### src/rtl/fp_pack_pkg.sv
`timescale 1ns/1ps
package fp_pack_pkg;
  localparam int FRAC_W   = 23;
  localparam int EXPF_W   = 8;
  localparam int BIAS     = 127;
  localparam int EXP_ALL1 = 255;
  // 24 significand bits plus guard and round
  localparam int WIN_W    = FRAC_W + 3;

  typedef enum logic [1:0] {
    CLS_ZERO = 2'd0, CLS_NUM = 2'd1, CLS_INF = 2'd2, CLS_NAN = 2'd3
  } val_class_e;

  typedef enum logic [1:0] {
    RM_NEAR = 2'd0, RM_ZERO = 2'd1, RM_UP = 2'd2, RM_DOWN = 2'd3
  } rnd_mode_e;

  // decide on an increment of the kept significand
  function automatic logic rnd_up(rnd_mode_e mode, logic sign, logic lsb,
                                  logic g, logic r, logic s);
    logic lost;
    lost = g | r | s;
    case (mode)
      RM_NEAR: return g & (r | s | lsb);
      RM_ZERO: return 1'b0;
      RM_UP:   return lost & ~sign;
      default: return lost & sign;
    endcase
  endfunction

  // overflow goes to infinity or to the largest finite magnitude
  function automatic logic ovf_to_inf(rnd_mode_e mode, logic sign);
    case (mode)
      RM_NEAR: return 1'b1;
      RM_ZERO: return 1'b0;
      RM_UP:   return ~sign;
      default: return sign;
    endcase
  endfunction
endpackage

### src/rtl/fp_pack_align.sv
`timescale 1ns/1ps
module fp_pack_align
  import fp_pack_pkg::*;
#(
  parameter int MANT_W = 28,
  parameter int EXP_W  = 10
) (
  input  logic [MANT_W-1:0]       mant,
  input  logic                    sticky_in,
  input  logic signed [EXP_W-1:0] exp_unb,
  output logic [WIN_W-1:0]        win,
  output logic                    sticky_out,
  output logic                    is_sub,
  output logic signed [EXP_W+1:0] bexp
);
  localparam int BX_W    = EXP_W + 2;
  localparam int BASE_SH = MANT_W - WIN_W;

  int                amt;
  logic [MANT_W-1:0] shifted;
  logic              lost;

  always_comb begin
    bexp   = {{2{exp_unb[EXP_W-1]}}, exp_unb} + BX_W'(BIAS);
    is_sub = (bexp <= 0);
    // subnormal: one more for the implied one, plus the exponent deficit
    amt    = is_sub ? (BASE_SH + 1 - int'(bexp)) : BASE_SH;
    if (amt >= MANT_W) begin
      shifted = '0;
      lost    = |mant;
    end else begin
      shifted = mant >> amt;
      lost    = |(mant & ~({MANT_W{1'b1}} << amt));
    end
    win        = shifted[WIN_W-1:0];
    sticky_out = sticky_in | lost;
  end
endmodule

### src/rtl/fp_pack_round.sv
`timescale 1ns/1ps
module fp_pack_round
  import fp_pack_pkg::*;
(
  input  logic [WIN_W-1:0] win,
  input  logic             sticky,
  input  rnd_mode_e        mode,
  input  logic             sign,
  output logic [WIN_W-2:0] rounded,
  output logic             inexact
);
  logic [WIN_W-3:0] kept;
  logic             up;

  always_comb begin
    kept    = win[WIN_W-1:2];
    inexact = win[1] | win[0] | sticky;
    up      = rnd_up(mode, sign, kept[0], win[1], win[0], sticky);
    rounded = {1'b0, kept} + {{(WIN_W-2){1'b0}}, up};
  end
endmodule

### src/rtl/fp_single_packer.sv
`timescale 1ns/1ps
module fp_single_packer
  import fp_pack_pkg::*;
#(
  parameter int MANT_W = 28,
  parameter int EXP_W  = 10
) (
  input  logic              clk,
  input  logic              rst_n,
  input  logic              in_valid,
  input  logic [1:0]        in_class,
  input  logic              in_sign,
  input  logic [EXP_W-1:0]  in_exp,
  input  logic [MANT_W-1:0] in_mant,
  input  logic              in_sticky,
  input  logic [1:0]        in_rmode,
  input  logic              in_uf_trap,
  output logic              out_valid,
  output logic [31:0]       out_word,
  output logic              out_inexact,
  output logic              out_underflow,
  output logic              out_overflow
);
  localparam int BX_W = EXP_W + 2;

  val_class_e cls;
  rnd_mode_e  mode;
  assign cls  = val_class_e'(in_class);
  assign mode = rnd_mode_e'(in_rmode);

  // named internal events
  logic [WIN_W-1:0]       win;
  logic                   stk_all;
  logic                   is_sub;
  logic signed [BX_W-1:0] bexp;
  logic [WIN_W-2:0]       rounded;
  logic                   rnd_inexact;
  logic signed [BX_W-1:0] exp_final;
  logic                   ovf_hit;
  logic                   go_inf;

  fp_pack_align #(.MANT_W(MANT_W), .EXP_W(EXP_W)) u_align (
    .mant(in_mant), .sticky_in(in_sticky), .exp_unb(in_exp),
    .win(win), .sticky_out(stk_all), .is_sub(is_sub), .bexp(bexp)
  );

  fp_pack_round u_round (
    .win(win), .sticky(stk_all), .mode(mode), .sign(in_sign),
    .rounded(rounded), .inexact(rnd_inexact)
  );

  assign exp_final = bexp + BX_W'(rounded[FRAC_W+1]);
  assign ovf_hit   = !is_sub && (exp_final >= BX_W'(EXP_ALL1));
  assign go_inf    = ovf_to_inf(mode, in_sign);

  logic [31:0] nxt_word;
  logic        nxt_nx, nxt_uf, nxt_of;

  always_comb begin
    nxt_word = '0;
    nxt_nx   = 1'b0;
    nxt_uf   = 1'b0;
    nxt_of   = 1'b0;
    case (cls)
      CLS_ZERO: nxt_word = {in_sign, 31'd0};
      CLS_INF:  nxt_word = {in_sign, {EXPF_W{1'b1}}, {FRAC_W{1'b0}}};
      CLS_NAN:  nxt_word = {in_sign, {EXPF_W{1'b1}}, in_mant[MANT_W-2 -: FRAC_W]};
      default: begin
        nxt_nx = rnd_inexact;
        if (is_sub) begin
          // a carry into bit 23 yields exponent field 1 directly
          nxt_word = {in_sign, {(EXPF_W-1){1'b0}}, rounded[FRAC_W], rounded[FRAC_W-1:0]};
          nxt_uf   = !rounded[FRAC_W] && (rnd_inexact || in_uf_trap);
        end else if (ovf_hit) begin
          nxt_of = 1'b1;
          nxt_nx = 1'b1;
          nxt_word = go_inf ? {in_sign, {EXPF_W{1'b1}}, {FRAC_W{1'b0}}}
                            : {in_sign, {(EXPF_W-1){1'b1}}, 1'b0, {FRAC_W{1'b1}}};
        end else begin
          nxt_word = {in_sign, exp_final[EXPF_W-1:0], rounded[FRAC_W-1:0]};
        end
      end
    endcase
  end

  always_ff @(posedge clk or negedge rst_n) begin
    if (!rst_n) begin
      out_valid     <= 1'b0;
      out_word      <= '0;
      out_inexact   <= 1'b0;
      out_underflow <= 1'b0;
      out_overflow  <= 1'b0;
    end else begin
      out_valid <= in_valid;
      if (in_valid) begin
        out_word      <= nxt_word;
        out_inexact   <= nxt_nx;
        out_underflow <= nxt_uf;
        out_overflow  <= nxt_of;
      end
    end
  end

  // one-cycle strobe latency
  a_r1_valid_follows: assert property (@(posedge clk) disable iff (!rst_n)
    in_valid |=> out_valid);
  a_r1_idle_follows: assert property (@(posedge clk) disable iff (!rst_n)
    !in_valid |=> !out_valid);
  // specials never raise a flag
  a_r3_special_quiet: assert property (@(posedge clk) disable iff (!rst_n)
    (in_valid && cls != CLS_NUM) |=> (!out_inexact && !out_underflow && !out_overflow));
  // overflow always comes with inexact and a top exponent
  a_r8_ovf_inexact: assert property (@(posedge clk) disable iff (!rst_n)
    (out_valid && out_overflow) |-> (out_inexact && out_word[30:24] == 7'h7F));
  // underflow only with a zero exponent field
  a_r6_uf_subnormal: assert property (@(posedge clk) disable iff (!rst_n)
    (out_valid && out_underflow) |-> (out_word[30:23] == 8'h00 && !out_overflow));
endmodule

### config.mk
export PLATFORM = sky130hd
export DESIGN_NAME = fp_single_packer
export DESIGN_NICKNAME = d
export VERILOG_FILES = /design/src/rtl/fp_pack_pkg.sv /design/src/rtl/fp_pack_align.sv /design/src/rtl/fp_pack_round.sv /design/src/rtl/fp_single_packer.sv
export SDC_FILE = /design/constraint.sdc
export NUM_CORES = 1
export LEC_CHECK = 0
export ABC_AREA = 1
export BUFFER_PORTS_ARGS = -buffer_cell sky130_fd_sc_hd__buf_2
export CORE_ASPECT_RATIO = 1.1
export CORE_UTILIZATION = 50
export CTS_CLUSTER_DIAMETER = 120
export DETAILED_ROUTE_END_ITERATION = 8
export PLACE_DENSITY = 0.71
export SYNTH_ARGS = -nofsm -noshare
export SYNTH_HDL_FRONTEND = slang
export SYNTH_SLANG_ARGS = --single-unit
### constraint.sdc
create_clock -name clk -period 1 [get_ports clk]
set_input_delay 0.2 -clock clk [delete_from_list [all_inputs] [get_ports clk]]
set_output_delay 0.2 -clock clk [all_outputs]
set_load 0.02 [all_outputs]
==> flow_metrics.py, run 1 <==
metrics = {
    "floorplanning": {
        "io_pins": 84,
        "die_h_um": 113,
        "start_util": 0.511,
        "num_rows": 40,
        "die_x_um": 103,
    },
    "synth": {
        "syn_nets": 1074,
        "synth_cell_types": 42,
        "synth_compound_area_frac": 0.105,
        "synth_area_mm2": 0.00558,
        "synth_top_family_by_area": "simple AND/OR/NAND/NOR gates",
        "synth-seq-area-share": 0.162,
        "synth_cells": 1017,
        "yosysWarnings": 0,
        "synth_fa_ha_area_frac": 0.0202,
        "avgSynthCellArea_um2": 5.48,
        "synth_xor_area_frac": 0.0186,
        "synth_mux_area_frac": 0,
        "yosys.area_share.simple": 0.593,
        "ys_ff_latch": 36,
    },
    "global_route": {
        "grt_use_total": 0.692,
        "grt_pass1_vias": 11068,
        "grt_overflow": 2,
        "grt_max_degree": 29,
        "grt_pass1_wl_um": 59800,
    },
    "clocking": {
        "cts.path.max_buffers": 2,
        "root_buffer": "clkbuf_16",
        "h-tree-depth": 2,
        "clock-sinks": 36,
        "numCtsBuffers": 5,
    },
    "placed_design": {
        "place_ws_ns": -5.28,
        "place_hpwl_um": 18800,
        "io_buffers": 83,
        "place_congestion": 0.998,
    },
    "status": {
        "status": "aborted with a tool error",
        "stop_stage": "global routing (5_1_grt)",
        "stop_error": "[ERROR GRT-0116] Global routing finished with congestion. Check the congestion regions in the DRC Viewer.",
    },
}
[through the flow]
step	cells	setup TNS, ns	hold slack (ns)	area, µm²
CTS	1566	-158.77	0.232	9800
detailed placement	1452	-174.85	0.0729	8150
global placement	1452	-170.17	0.0666	8150
floorplan	1017	-145.69	-0.0956	5820
[timing repair]
item | CTS
gates resized for setup | 165
endpoints found under the hold margin | 8
gates cloned | 9
pin swaps | 26
hold buffers | 1
setup buffers | 96
setup endpoints to repair | 70
[synth_stat cells (all sizes together)]
master   number  share of area
o211ai        4         0.0054
nor3         13          0.013
dfrtp        36           0.16
o31ai         1         0.0013
o21ai        47          0.044
nand3       166           0.16
xor2         10          0.016
or2           1         0.0011
clkbuf       15          0.010
nand3b        7         0.0094
o2111ai       1         0.0016
ha            9          0.020
a32o          1         0.0018
a21oi        38          0.037
xnor2         1         0.0029
nor2        122          0.095
o311ai        1         0.0016
clkinv        2         0.0022
inv          78          0.053
nor3b         1         0.0013
o21bai        1         0.0013
a31oi        10          0.011
buf          33          0.037
nand2       371           0.26
nand4        48          0.054
[layer usage]
metal	GRT overflow	global-route usage
met1	0	0.736
met2	2	0.876
met3	0	0.451
met4	0	0.690
met5	0	0.0633
[logic make-up after synthesis]
group / count (synthesis)
simple gates: 729
buf+inv: 128
fa+ha+maj: 9
xor+xnor: 11
compound gates: 104
flops: 36
==> inputs of run 2 (changes only) <==
--- a/config.mk
+++ b/config.mk
@@ -7,11 +7,9 @@
 export LEC_CHECK = 0
 export ABC_AREA = 1
 export BUFFER_PORTS_ARGS = -buffer_cell sky130_fd_sc_hd__buf_2
-export CORE_ASPECT_RATIO = 1.1
-export CORE_UTILIZATION = 50
-export CTS_CLUSTER_DIAMETER = 120
+export CORE_UTILIZATION = 35
 export DETAILED_ROUTE_END_ITERATION = 8
-export PLACE_DENSITY = 0.71
+export PLACE_DENSITY_LB_ADDON = 0.15
 export SYNTH_ARGS = -nofsm -noshare
 export SYNTH_HDL_FRONTEND = slang
 export SYNTH_SLANG_ARGS = --single-unit
==> run 2 against run 1 <==
The flow now finishes, with violations (negative setup slack). Synthesized area did not move. Synthesized cell count unchanged.
==> flow_metrics.py, run 2 <==
metrics = {
    "min_path": {
        "hold_class": "input pin to flop",
    },
    "timing": {
        "tns_ns": -155.92,
        "skew_ns": 0,
        "slew_violations": 0,
        "setup_viol": 64,
        "rsz0062_at_grt": "true",
        "setup_ws_ns": -4.68,
        "final.min_clock_period_ns": 5.68,
        "hold_violations": 0,
        "maxSlewHeadroom": 0.513,
        "tightest_slew_ns": 0.727,
        "min_period_over_period": 5.68,
        "max_freq_mhz": 176,
    },
    "setup_path": {
        "worstSetupStartpoint": "in_exp[0]",
        "timing.rr.end": "out_underflow$_DFFE_PN0P_",
        "critical_path.top_delay_family": "simple AND/OR/NAND/NOR gates",
        "reg2reg_depth": 4,
        "endpoint": "out_word[24]$_DFFE_PN0P_",
        "crit_slowest_cell": "nor3_4",
        "cp_data_arrival_time_ns": 5.89,
        "endpoint_kind": "flop",
        "critPathBufInv": 11,
        "crit_top_cell": "nand2_2",
        "crit_required_ns": 1.21,
        "r2r_slack_ns": 0.10,
        "start_kind": "input pin",
        "worstSetupPathType": "input pin to flop",
        "cp_slowest_stage_delay_ns": 0.28,
        "r2r_start": "out_underflow$_DFFE_PN0P_",
        "critPathMaxFanout": 8,
        "worst-path-stages": 50,
    },
    "drt": {
        "vias": 8501,
        "vias_per_cell": 5.29,
        "post-route-drc-count": 0,
        "wire_per_inst_um": 16.6,
        "dr.first_iter.drc_count": 701,
        "antenna_left": 0,
        "dr.pass1.iters": 5,
        "wirelength_um": 26700,
    },
    "status": {
        "violations": "negative setup slack",
        "status": "finished with violations",
    },
    "run": {
        "maxCapViolCount": 0,
    },
    "finish": {
        "fin_area_mm2": 0.0102,
        "final_common_cell": "nand2_1",
        "regMostFlops": "out_word",
        "largest_reg_flops": 32,
        "fillCellCount": 1378,
        "n_antenna_cell": 0,
        "final_cell_mix": "nand2_1 (296), buf_4 (292), nand3_1 (127), nor2_1 (84), nand2_2 (58)",
        "ff_latch_area_um2": 901,
        "multi_input_area_mm2": 0.00491,
        "drive_above_1_share": 0.461,
        "area_growth_pct": 82.2,
        "nNetsFinal": 1452,
        "finish.utilization": 0.661,
    },
    "global_route": {
        "antenna_found_initial": 0,
        "grt_max_degree": 39,
        "grt_overflow": 0,
        "busiest_layer": "met2",
        "use_met2": 0.526,
        "grt_util_met3": 0.0305,
        "grt_pass1_wl_um": 39300,
        "grt_pass1_vias": 7884,
        "grt_use_total": 0.306,
        "use_met1": 0.381,
    },
    "clocking": {
        "path_clk_slew_ns": 0.06,
        "clkLatencyLatePin_ns": 0.28,
        "root_buffer": "clkbuf_16",
        "cts_tree": "yes",
        "h-tree-depth": 2,
        "clock-sinks": 36,
        "numCtsBuffers": 5,
        "cts.path.max_buffers": 2,
    },
    "synth": {
        "synth_top_cells_by_count": "nand2_1 (353), nand3_1 (157), nor2_1 (102), inv_1 (62), nand4_1 (48)",
        "synth_edf_count": 0,
        "avgSynthCellArea_um2": 5.48,
        "synth_cell_types": 42,
        "ys_ff_latch": 36,
        "synth-seq-area-share": 0.162,
        "synth_cells": 1017,
        "yosysWarnings": 0,
        "syn_nets": 1074,
        "yosys.area.top_type": "nand2_1",
        "synth_ff_type": "dfrtp_1",
        "synth.top_cell.area_share": 0.238,
        "synth_area_leaders": "nand2_1 (24%), dfrtp_1 (16%), nand3_1 (14%), nor2_1 (6.9%), nand4_1 (5.4%)",
        "synth_most_common_cell": "nand2_1",
        "synth_area_mm2": 0.00558,
        "ys_async_sr_fraction": 1.00,
    },
    "floorplanning": {
        "die_h_um": 128,
        "die_x_um": 128,
        "coreArea_mm2": 0.0154,
        "io_pins": 84,
        "dieArea_mm2": 0.0164,
        "start_util": 0.363,
        "num_rows": 45,
    },
    "placed_design": {
        "placed_area_mm2": 0.00840,
        "place_ws_ns": -5.11,
        "io_buffers": 83,
        "place_hpwl_um": 20100,
        "place_congestion": 1.01,
    },
    "pwr": {
        "power.density_mw_per_mm2": 943,
        "peakVddDrop_mv": 0.893,
        "p_leak_nw": 5.09,
    },
}
## run 2: per-stage QoR
step / power (mW) / hold WS [ns] / instances
after floorplan: 4.35 / -0.0956 / 1017
after global placement: 6.79 / 0.172 / 1536
after detailed placement: 6.81 / 0.175 / 1536
after CTS: 8.80 / 0.220 / 1569
after global routing: 10.1 / 0.242 / 1607
final: 9.58 / 0.215 / 1607
## run 2: report_power, final
group	total (mW)	leakage [nW]	switching (mW)	internal, mW
combinational	6.31	4.57	3.41	2.91
sequential	1.72	0.445	0.119	1.60
clock	1.55	0.0736	0.628	0.918
total	9.58	5.09	4.16	5.43
## run 2: cell type report
class / instances / share of cell area
inverter: 80 / 0.0342
timing repair inverter: 2 / 0.00160
clock buffer: 5 / 0.0123
clock inverter: 3 / 0.00185
tap: 211 / 0.0260
sequential: 36 / 0.0887
timing repair buffer: 416 / 0.352
multi-input combinational: 854 / 0.483
## run 2: per-layer routing
metal	wire, µm	up-vias
met4	1530	0
met2	12700	369
met1	10600	3904
met3	1890	87
li1	-	4141
met5	0	-
## run 2: kinds of logic after synthesis
group           count (synthesis)  share of synthesized area
simple gates                  729                      0.593
buf+inv                       128                      0.101
compound gates                104                      0.105
flops                          36                      0.162
xor+xnor                       11                     0.0186
fa+ha+maj                       9                     0.0202
## run 2: worst min-delay path by stage
stage | start | end | cells past startpoint | slack, ns
5_1_grt | in_class[0] | out_overflow$_DFFE_PN0P_ | 3 | 0.24
2_1_floorplan | rst_n | out_inexact$_DFFE_PN0P_ | 0 | -0.1
6_report | in_class[0] | out_overflow$_DFFE_PN0P_ | 3 | 0.21
3_3_place_gp | rst_n | out_word[14]$_DFFE_PN0P_ | 2 | 0.17
4_1_cts | in_class[0] | out_overflow$_DFFE_PN0P_ | 3 | 0.22
3_5_place_dp | rst_n | out_word[14]$_DFFE_PN0P_ | 2 | 0.18
## run 2: what timing repair did
item	4_1_cts	5_1_grt
endpoints found under the hold margin	36	0
resized for setup	111	162
cloned	3	9
setup buffers	21	30
hold buffers	1	0
pin swaps	41	66
endpoints found under the setup margin	69	70
## run 2: tightest hold or removal path: cells and delay by family
| kind | cells | cell delay [ns] |
|---|---|---|
| simple gates | 1 | 0.09 |
| compound gates | 1 | 0.06 |
| buf+inv | 1 | 0.11 |
Power figures use the tool's default switching activity.
